### src/rtl/rxbuf_pkg.sv
package rxbuf_pkg;
  localparam int DATA_W = 8;
  localparam int ERR_W  = 3;

  typedef struct packed {
    logic [ERR_W-1:0]  err;
    logic [DATA_W-1:0] data;
  } rx_char_t;

  // threshold encoding: 00->1, 01->4, 10->8, 11->14
  function automatic int unsigned trig_count(input logic [1:0] sel);
    case (sel)
      2'b00:   trig_count = 1;
      2'b01:   trig_count = 4;
      2'b10:   trig_count = 8;
      default: trig_count = 14;
    endcase
  endfunction
endpackage

### src/rtl/rxbuf_store.sv
module rxbuf_store #(
  parameter int DEPTH = 16,
  parameter int W     = 11,
  localparam int AW   = (DEPTH > 1) ? $clog2(DEPTH) : 1,
  localparam int CW   = $clog2(DEPTH + 1)
) (
  input  logic          clk,
  input  logic          rst_n,
  input  logic          flush,
  input  logic          push,
  input  logic          pop,
  input  logic [W-1:0]  wdata,
  output logic [W-1:0]  rdata,
  output logic [CW-1:0] count
);
  logic [W-1:0]  mem [DEPTH];
  logic [AW-1:0] wr_ptr, rd_ptr, wr_nxt, rd_nxt;

  generate
    if ((1 << AW) == DEPTH) begin : g_pow2
      assign wr_nxt = wr_ptr + AW'(1);
      assign rd_nxt = rd_ptr + AW'(1);
    end else begin : g_wrap
      assign wr_nxt = (wr_ptr == AW'(DEPTH - 1)) ? '0 : wr_ptr + AW'(1);
      assign rd_nxt = (rd_ptr == AW'(DEPTH - 1)) ? '0 : rd_ptr + AW'(1);
    end
  endgenerate

  always_ff @(posedge clk) begin
    if (push && !flush) mem[wr_ptr] <= wdata;
  end

  always_ff @(posedge clk or negedge rst_n) begin
    if (!rst_n) begin
      wr_ptr <= '0;
      rd_ptr <= '0;
      count  <= '0;
    end else if (flush) begin
      wr_ptr <= '0;
      rd_ptr <= '0;
      count  <= '0;
    end else begin
      if (push) wr_ptr <= wr_nxt;
      if (pop)  rd_ptr <= rd_nxt;
      case ({push, pop})
        2'b10:   count <= count + CW'(1);
        2'b01:   count <= count - CW'(1);
        default: count <= count;
      endcase
    end
  end

  assign rdata = mem[rd_ptr];

  AST_NO_OVERFLOW: assert property (@(posedge clk) disable iff (!rst_n)
    count <= CW'(DEPTH));
  AST_FLUSH_EMPTY: assert property (@(posedge clk) disable iff (!rst_n)
    flush |=> count == '0);
endmodule

### src/rtl/rxbuf_timer.sv
module rxbuf_timer #(
  parameter int TO_CHARS = 4,
  localparam int TW      = $clog2(TO_CHARS + 1)
) (
  input  logic clk,
  input  logic rst_n,
  input  logic restart,
  input  logic holding,
  input  logic tick,
  output logic expired
);
  logic [TW-1:0] cnt;

  always_ff @(posedge clk or negedge rst_n) begin
    if (!rst_n)                                      cnt <= '0;
    else if (restart || !holding)                    cnt <= '0;
    else if (tick && cnt != TW'(TO_CHARS))           cnt <= cnt + TW'(1);
  end

  assign expired = holding && (cnt == TW'(TO_CHARS));

  AST_TO_RESTART: assert property (@(posedge clk) disable iff (!rst_n)
    restart |=> !expired);
endmodule

### src/rtl/rxbuf_irq.sv
module rxbuf_irq
  import rxbuf_pkg::*;
#(
  parameter int DEPTH = 16,
  localparam int CW   = $clog2(DEPTH + 1)
) (
  input  logic          clk,
  input  logic          rst_n,
  input  logic [CW-1:0] count,
  input  logic [1:0]    trig_sel,
  input  logic          irq_en,
  input  logic          to_hit,
  input  logic          ovr_set,
  input  logic          stat_rd,
  output logic          irq_data,
  output logic          irq_timeout,
  output logic          overrun
);
  logic [CW-1:0] thresh;

  assign thresh      = CW'(trig_count(trig_sel));
  assign irq_data    = irq_en && (count >= thresh);
  assign irq_timeout = irq_en && to_hit;

  always_ff @(posedge clk or negedge rst_n) begin
    if (!rst_n)       overrun <= 1'b0;
    else if (ovr_set) overrun <= 1'b1;
    else if (stat_rd) overrun <= 1'b0;
  end

  AST_OVR_HOLD: assert property (@(posedge clk) disable iff (!rst_n)
    overrun && !stat_rd |=> overrun);
endmodule

### src/rtl/rxbuf_to.sv
module rxbuf_to
  import rxbuf_pkg::*;
#(
  parameter int DEPTH    = 16,
  parameter int TO_CHARS = 4,
  localparam int CW      = $clog2(DEPTH + 1),
  localparam int EW      = DATA_W + ERR_W
) (
  input  logic              clk,
  input  logic              rst_n,
  input  logic              en,
  input  logic              clr,
  input  logic [1:0]        trig_sel,
  input  logic              irq_en,
  input  logic              char_tick,
  input  logic              stat_rd,
  input  logic              in_valid,
  output logic              in_ready,
  input  logic [DATA_W-1:0] in_data,
  input  logic [ERR_W-1:0]  in_err,
  output logic              out_valid,
  input  logic              out_ready,
  output logic [DATA_W-1:0] out_data,
  output logic [ERR_W-1:0]  out_err,
  output logic [CW-1:0]     level,
  output logic              irq_data,
  output logic              irq_timeout,
  output logic              overrun
);
  rx_char_t      wchar, rchar;
  logic [EW-1:0] rbits;
  logic          full, push, pop, flush, ovr_set, to_hit;

  assign full      = (level == CW'(DEPTH));
  assign in_ready  = en && !full;
  assign out_valid = (level != '0);
  assign flush     = clr || !en;
  assign push      = en && !clr && in_valid && !full;
  assign pop       = en && !clr && out_ready && out_valid;
  assign ovr_set   = en && in_valid && full;

  assign wchar = '{err: in_err, data: in_data};
  assign rchar = rx_char_t'(rbits);
  assign out_data = rchar.data;
  assign out_err  = rchar.err;

  rxbuf_store #(.DEPTH(DEPTH), .W(EW)) u_store (
    .clk(clk), .rst_n(rst_n), .flush(flush), .push(push), .pop(pop),
    .wdata(wchar), .rdata(rbits), .count(level)
  );

  rxbuf_timer #(.TO_CHARS(TO_CHARS)) u_timer (
    .clk(clk), .rst_n(rst_n), .restart(push || pop || flush),
    .holding(level != '0), .tick(char_tick), .expired(to_hit)
  );

  rxbuf_irq #(.DEPTH(DEPTH)) u_irq (
    .clk(clk), .rst_n(rst_n), .count(level), .trig_sel(trig_sel),
    .irq_en(irq_en), .to_hit(to_hit), .ovr_set(ovr_set), .stat_rd(stat_rd),
    .irq_data(irq_data), .irq_timeout(irq_timeout), .overrun(overrun)
  );

  AST_OVR_SET: assert property (@(posedge clk) disable iff (!rst_n)
    en && in_valid && !in_ready |=> overrun);
  AST_FULL_REJECT: assert property (@(posedge clk) disable iff (!rst_n)
    en && in_valid && !in_ready && !clr && !out_ready |=> $stable(level));
  AST_IRQ_HAS_DATA: assert property (@(posedge clk) disable iff (!rst_n)
    irq_data |-> out_valid);
  AST_DIS_EMPTY: assert property (@(posedge clk) disable iff (!rst_n)
    !en |=> level == '0 && !in_ready);
endmodule

### config.mk
export PLATFORM = sky130hd
export DESIGN_NAME = rxbuf_to
export DESIGN_NICKNAME = d
export VERILOG_FILES = /design/src/rtl/rxbuf_pkg.sv /design/src/rtl/rxbuf_store.sv /design/src/rtl/rxbuf_timer.sv /design/src/rtl/rxbuf_irq.sv /design/src/rtl/rxbuf_to.sv
export SDC_FILE = /design/constraint.sdc
export NUM_CORES = 1
export LEC_CHECK = 0
export ABC_AREA = 1
export BUFFER_PORTS_ARGS = -buffer_cell sky130_fd_sc_hd__buf_4
export CAP_MARGIN = 10
export CORE_MARGIN = 4
export CORE_UTILIZATION = 61
export CTS_CLUSTER_DIAMETER = 50
export DETAILED_ROUTE_END_ITERATION = 10
export HOLD_SLACK_MARGIN = 0.08
export PLACE_DENSITY = 0.89
export RECOVER_POWER = 100
export SETUP_SLACK_MARGIN = 0.3
export SKIP_CTS_REPAIR_TIMING = 1
export SLEW_MARGIN = 10
export SYNTH_ARGS = -nofsm -noshare
export SYNTH_HDL_FRONTEND = slang
export SYNTH_SLANG_ARGS = --single-unit
### constraint.sdc
create_clock -name clk -period 2.15 [get_ports clk]
set_clock_uncertainty 0.05 [all_clocks]
set_input_delay 0.1075 -clock clk [delete_from_list [all_inputs] [get_ports clk]]
set_output_delay 0.1075 -clock clk [all_outputs]
set_load 0.005 [all_outputs]
Word level (Yosys, flattened, before mapping)
Memory sizes are Yosys's and may differ from the RTL's.
Index checks and enable logic that the tools add are counted.
- bits in registers: 17
- RAM bits: 176
- output and inout bits: 21
- word-level logic and storage cells: 61
- memories kept: 1
- add/subtract/negate cells: 5
- $lt $le $gt $ge: 1
- equal/unequal tests: 7
- multiplexer cells: 13
- reductions and logical operators: 29
- memories (name ; words ; bits a word ; read ports ; clocked after Yosys merged registers in ; write ports ; RTL line ; RTL):
    u_store.mem ; 16 ; 11 ; 1 ; 0 ; 1 ; rxbuf_store.sv:16 ; logic [W-1:0] mem [DEPTH];
- operators by type and width (operator ; number):
    2-to-1 mux 4 bit ; 4
    logical AND 1 bit ; 13
    case mux 4 bit (3 select lines) ; 1
    case mux 5 bit (2 select lines) ; 1
    adder 4 x 1 -> 4 bit (second input constant) ; 2
    nonzero test 2 bit ; 4
    2-to-1 mux 3 bit ; 2
    adder 5 x 1 -> 5 bit (second input constant) ; 1
    equality test 5 bit (second input constant) ; 1
    greater-or-equal comparator 5 x 4 -> 1 bit ; 1
    logical NOT 1 bit ; 5
    2-to-1 mux 5 bit ; 1
    nonzero test 5 bit ; 1
    subtractor 5 x 1 -> 5 bit (second input constant) ; 1
    equality test 2 x 1 -> 1 bit (second input constant) ; 2
    equality test 2 bit (second input constant) ; 2
    logical OR 1 bit ; 4
    2-to-1 mux 1 bit ; 4
    adder 3 x 1 -> 3 bit (second input constant) ; 1
    equality test 3 bit (second input constant) ; 1
    != test 3 bit (second input constant) ; 1
    nonzero test 3 bit ; 1
    logical NOT 2 bit ; 1

Longest topological paths before layout
- depth in word-level cells: 8
- depth in mapped cells: 17
- mapped depth without buffers: 17

Modules after synthesis
From an unflattened synthesis, not the netlist that was laid out.
- cells, all modules: 710
- area, all modules: 8371.8 µm²
- modules (own cells, without submodules) (module ; instances ; cells an instance ; area each (µm²) ; sequential area each (µm²)):
    rxbuf_store ; 1 ; 634 ; 7903.8 ; 5610.4
    rxbuf_timer ; 1 ; 28 ; 202.7 ; 75.1
    rxbuf_irq ; 1 ; 29 ; 170.2 ; 25.0
    rxbuf_to ; 1 ; 19 ; 95.1 ; 0.0

Worst setup path before layout
OpenSTA, ideal clock, no wires.
- path type: register to register
- from: register u_store.count[2]
- to: memory u_store.mem[15][0], enable pin
- setup time: 0.378 ns
- arrival: 1.507 ns
- setup slack: 0.214 ns
- stages on the path, launching flop included: 7
- period minus slack after synthesis: 1.936 ns
- path through: dfrtp_1 nor2_4 nand3_2 nand2_4 inv_1 nand2_1 nor2_1
- word-level cells in the longest chain between the ends: 6
- RTL lines (what ; RTL line ; RTL):
    start: declaration ; rxbuf_store.sv:14 ; output logic [CW-1:0] count
    start signal: assignment ; rxbuf_store.sv:46 ; 2'b10: count <= count + CW'(1);
    start signal: assignment ; rxbuf_store.sv:47 ; 2'b01: count <= count - CW'(1);
    start signal: assignment ; rxbuf_store.sv:48 ; default: count <= count;
    equality test 5 bit ; rxbuf_to.sv:34 ; assign full = (level == CW'(DEPTH));
    logical NOT 1 bit ; rxbuf_to.sv:38 ; assign push = en && !clr && in_valid && !full;
    logical AND 1 bit ; rxbuf_to.sv:38 ;
    logical AND 1 bit ; rxbuf_store.sv:30 ; if (push && !flush) mem[wr_ptr] <= wdata;
    2-to-1 mux 1 bit ; rxbuf_store.sv:30 ;
    2-to-1 mux 1 bit (not written as such) ; rxbuf_store.sv:30 ;
    end: declaration ; rxbuf_store.sv:16 ;
Every way passes these cells.

Final worst setup path
- from: register u_store.rd_ptr[0]
- to: output port out_err[0]
- word-level cells in the longest chain between the ends: 1
- RTL lines (what ; RTL line ; RTL):
    start: declaration ; rxbuf_store.sv:17 ; logic [AW-1:0] wr_ptr, rd_ptr, wr_nxt, rd_nxt;
    start signal: assignment ; rxbuf_store.sv:44 ; if (pop) rd_ptr <= rd_nxt;
    memory (16 x 11 bit) ; - ;
    end: declaration ; rxbuf_to.sv:24 ; output logic [ERR_W-1:0] out_err,
Every way passes these cells.

==> impl_results.rst <==
.. list-table::
   :header-rows: 1

   * - Metric
     - Value
   * - Utilization after layout
     - 78.8%
   * - Post-Syn Nets
     - 690
   * - Critical path fanouts, max
     - 9
   * - Area share of xor/xnor cells in the synthesized design
     - 0.218%
   * - Setup CP Type
     - flip-flop to primary output
   * - Clock network latency to the later pin of the worst-skew pair
     - 0.44 ns
   * - Number of nets in the final layout
     - 814
   * - Post-synth ARST share
     - 8.81%
   * - Synthesized cell area
     - 8030 µm²
   * - Avg Inst Size Synth
     - 12.3 µm²
   * - Maximum clock path buffer count
     - 2
   * - Top_reg_cell synth
     - sky130_fd_sc_hd__edfxtp_1
   * - First-pass DRT Iterations
     - 5
   * - Data arrival time at the worst-slack endpoint
     - 2.06 ns
   * - Compound-gate portion of the synthesized area
     - 10.0%
   * - Count of different cell masters after synthesis
     - 32
   * - Most common cell after layout, fill and taps aside
     - sky130_fd_sc_hd__edfxtp_1
   * - Most used cells in the layout excluding fill and tap cells
     - sky130_fd_sc_hd__edfxtp_1 (176), sky130_fd_sc_hd__nand2_1 (107), sky130_fd_sc_hd__buf_4 (85)
   * - Cell with the biggest individual delay on the critical path
     - sky130_fd_sc_hd__dfrtp_2
   * - Die Area
     - 15100 µm²
   * - Max-slew headroom at the worst pin
     - 42.1%
   * - Number of max-slew violations in the final report
     - 0
   * - Row count
     - 41
   * - Wire length of the first global-routing pass
     - 29500 µm
   * - Clock tree from TritonCTS
     - done
   * - Count of warnings emitted by yosys
     - 0
   * - Power per cell area
     - 917 nW/µm²
   * - Largest vdd supply drop
     - 761 µV
   * - CTS clk-pin slew, worst paths
     - 0.07 ns
   * - CP cell instances
     - inv_8 -> clkbuf_16 -> o21ai_0 -> o22ai_1 -> o21ai_1 -> nand2_1 -> buf_4
   * - Half-perimeter wire length after placement
     - 12400 µm
   * - Startpoint class of the critical path
     - flip-flop
   * - Overall Global Routing Usage
     - 26.7%
   * - Detailed Route WL
     - 24600 µm
   * - Proportion of netlist area held by the largest area contributor
     - 65.8%
   * - Final period demand of the worst path
     - 2.21 ns
   * - Remaining antenna violation count
     - 0
   * - Initial core utilization
     - 62.9%
   * - Leak Pwr
     - 3.80 nW
   * - Final-report hold violation count
     - 0
   * - Maximum number of pins on one net before global-route repair
     - 70
   * - Share of final-layout standard cells stronger than drive strength 1
     - 24.4%
   * - Final non-filler cell area
     - 10100 µm²
   * - Slew at the pin closest to its max-slew limit
     - 0.866 ns
   * - Area delta synth->final
     - 25.3%
   * - Combinational family with the most area after synthesis
     - simple AND/OR/NAND/NOR gates
   * - Num CTS Buffers
     - 17
   * - Instance area after placement
     - 8780 µm²
   * - Post-synthesis mux area share
     - 0%
   * - Post-synth EDFFs
     - 176
   * - Worst EP required
     - 1.99 ns
   * - Port Buf Inserts
     - 42
   * - Number of design-rule violations left by the first detailed-router iteration
     - 994
   * - Number of cells in the design after placement
     - 880
   * - CTS sink cnt
     - 193
   * - # diodes
     - 0
   * - Crit share post-route
     - 103%
   * - Routed length per instance
     - 25.5 µm
   * - Top area cells in the synthesized netlist
     - sky130_fd_sc_hd__edfxtp_1 (66%), sky130_fd_sc_hd__nand2_1 (5.5%), sky130_fd_sc_hd__dfrtp_1 (5.3%)
   * - Status
     - finished, violations left
   * - Aggregate global routing overflow
     - 0
   * - Via Count
     - 6402
   * - Min Hold Slack
     - 0.0673 ns
   * - Smallest setup slack after layout
     - -0.0631 ns
   * - Area share of fa/ha/maj cells after synthesis
     - 2.03%
   * - Top achievable clock speed
     - 452 MHz
   * - Sort of element at the end of the critical path
     - primary output
   * - Total of max-cap violations
     - 0
   * - CP peak stage delay
     - 0.48 ns
   * - Post-Syn Instances
     - 655
   * - Die outline height
     - 123 µm
   * - Area share of and/or/nand/nor cells after synthesis
     - 13.2%
   * - RSZ-0062 raised after global routing
     - true
   * - Hold/Removal Path Class
     - input port to flip-flop
   * - Initial antenna violation count
     - 0
   * - Sum of negative setup slack
     - -0.203 ns
   * - Via count of the first global-routing pass
     - 5597
   * - Violations in the final reports
     - negative setup slack
   * - Standard cell core area
     - 12800 µm²
   * - Depth of the CTS H-tree
     - 4
   * - Sequential fraction of the synthesis area
     - 71.1%
   * - Global placement routability congestion
     - 0.885
   * - Number of top-level design ports
     - 43
   * - Width of the die
     - 123 µm
   * - Drt drc
     - 0
   * - Final setup vio count
     - 5
   * - Root Buffer
     - sky130_fd_sc_hd__clkbuf_16
   * - Layout Cells excl Fill
     - 964
   * - Leading area contributor after synthesis
     - sky130_fd_sc_hd__edfxtp_1
   * - Number of synthesized register bits
     - 193
   * - Vias per cell
     - 6.64
flip-flops by register name, indices dropped and copies added, names as in the netlist:
name / cells
u_irq.overrun: 1
u_store.count: 5
u_store.mem: 176
u_store.rd_ptr: 4
u_store.wr_ptr: 4
u_timer.cnt: 3
worst max-delay path: cells and delay by family (launching register included):
family	cells	cell delay [ns]
DFF	1	0.48
buffers and inverters	3	0.44
AOI/OAI and AO/OA	3	0.57
and+or+nand+nor	1	0.12
synth_stat cells, types with 12 or more instances:
master                     count
sky130_fd_sc_hd__edfxtp_1    176
sky130_fd_sc_hd__nand2_1     118
sky130_fd_sc_hd__nor2_1       67
sky130_fd_sc_hd__o21ai_0      64
sky130_fd_sc_hd__inv_1        33
sky130_fd_sc_hd__a21oi_1      30
sky130_fd_sc_hd__nand3_1      26
sky130_fd_sc_hd__clkbuf_1     19
sky130_fd_sc_hd__dfrtp_1      17
sky130_fd_sc_hd__o22ai_1      14
sky130_fd_sc_hd__ha_1         13
sky130_fd_sc_hd__nand4_1      13
sky130_fd_sc_hd__a221oi_1     12
logic make-up (layout without fill, tap and decap cells):
| logic type | count (synthesis) | count (layout) |
|---|---|---|
| AO/OA/AOI/OAI | 137 | 137 |
| XOR/XNOR | 2 | 2 |
| adder cells (fa/ha/maj) | 13 | 13 |
| buffers and inverters | 68 | 205 |
| flip-flops | 193 | 193 |
| AND/OR/NAND/NOR | 242 | 242 |
path summary, 6_finish.rpt:
path                                          startpoint                       endpoint  slack (ns)  cells past startpoint
max                        u_store.rd_ptr[0]$_DFFE_PN0P_                     out_err[0]       -0.06                      7
min                                                  clr  u_store.rd_ptr[2]$_DFFE_PN0P_        0.07                      5
max reg2reg                 u_store.count[3]$_DFFE_PN0P_    u_store.mem[0][9]$_DFFE_PP_        0.05                      8
min reg2reg                   u_timer.cnt[2]$_DFFE_PN0P_     u_timer.cnt[2]$_DFFE_PN0P_        0.52                      2
max in group asynchronous                          rst_n   u_store.count[0]$_DFFE_PN0P_        0.66                      3
min in group asynchronous                          rst_n  u_store.rd_ptr[2]$_DFFE_PN0P_        0.80                      3
power breakdown:
group | internal, mW | switching (mW)
sequential | 4.12 | 0.0422
combinational | 0.846 | 1.28
clock | 1.56 | 1.39
total | 6.52 | 2.71
metal layers:
| metal | global-route usage (%) | wire (µm) | vias up |
|---|---|---|---|
| met5 | 0 | 0 | - |
| met1 | 34.1 | 8330 | 3065 |
| met3 | 7.28 | 2920 | 130 |
| met4 | 13.8 | 1360 | 0 |
| met2 | 42.2 | 12000 | 585 |
| li1 | - | - | 2622 |
area by class of cell:
type                    count  area (µm²)
multi-input cells         394        2230
fillers                   646        2710
repair buffers            133        1190
clock buffers              26         479
flip-flops and latches    193        5720
clock inverters             6        50.0
repair inverters            1        7.51
well taps                 172         215
inverters                  39         179
per-stage QoR:
step	total power, mW	setup slack (ns)
floorplan	5.05	0.241
global placement	5.56	0.252
detailed placement	5.62	0.191
CTS	8.44	-0.291
global route	9.49	-0.169
finish	9.23	-0.0631
Power figures use the tool's default switching activity.
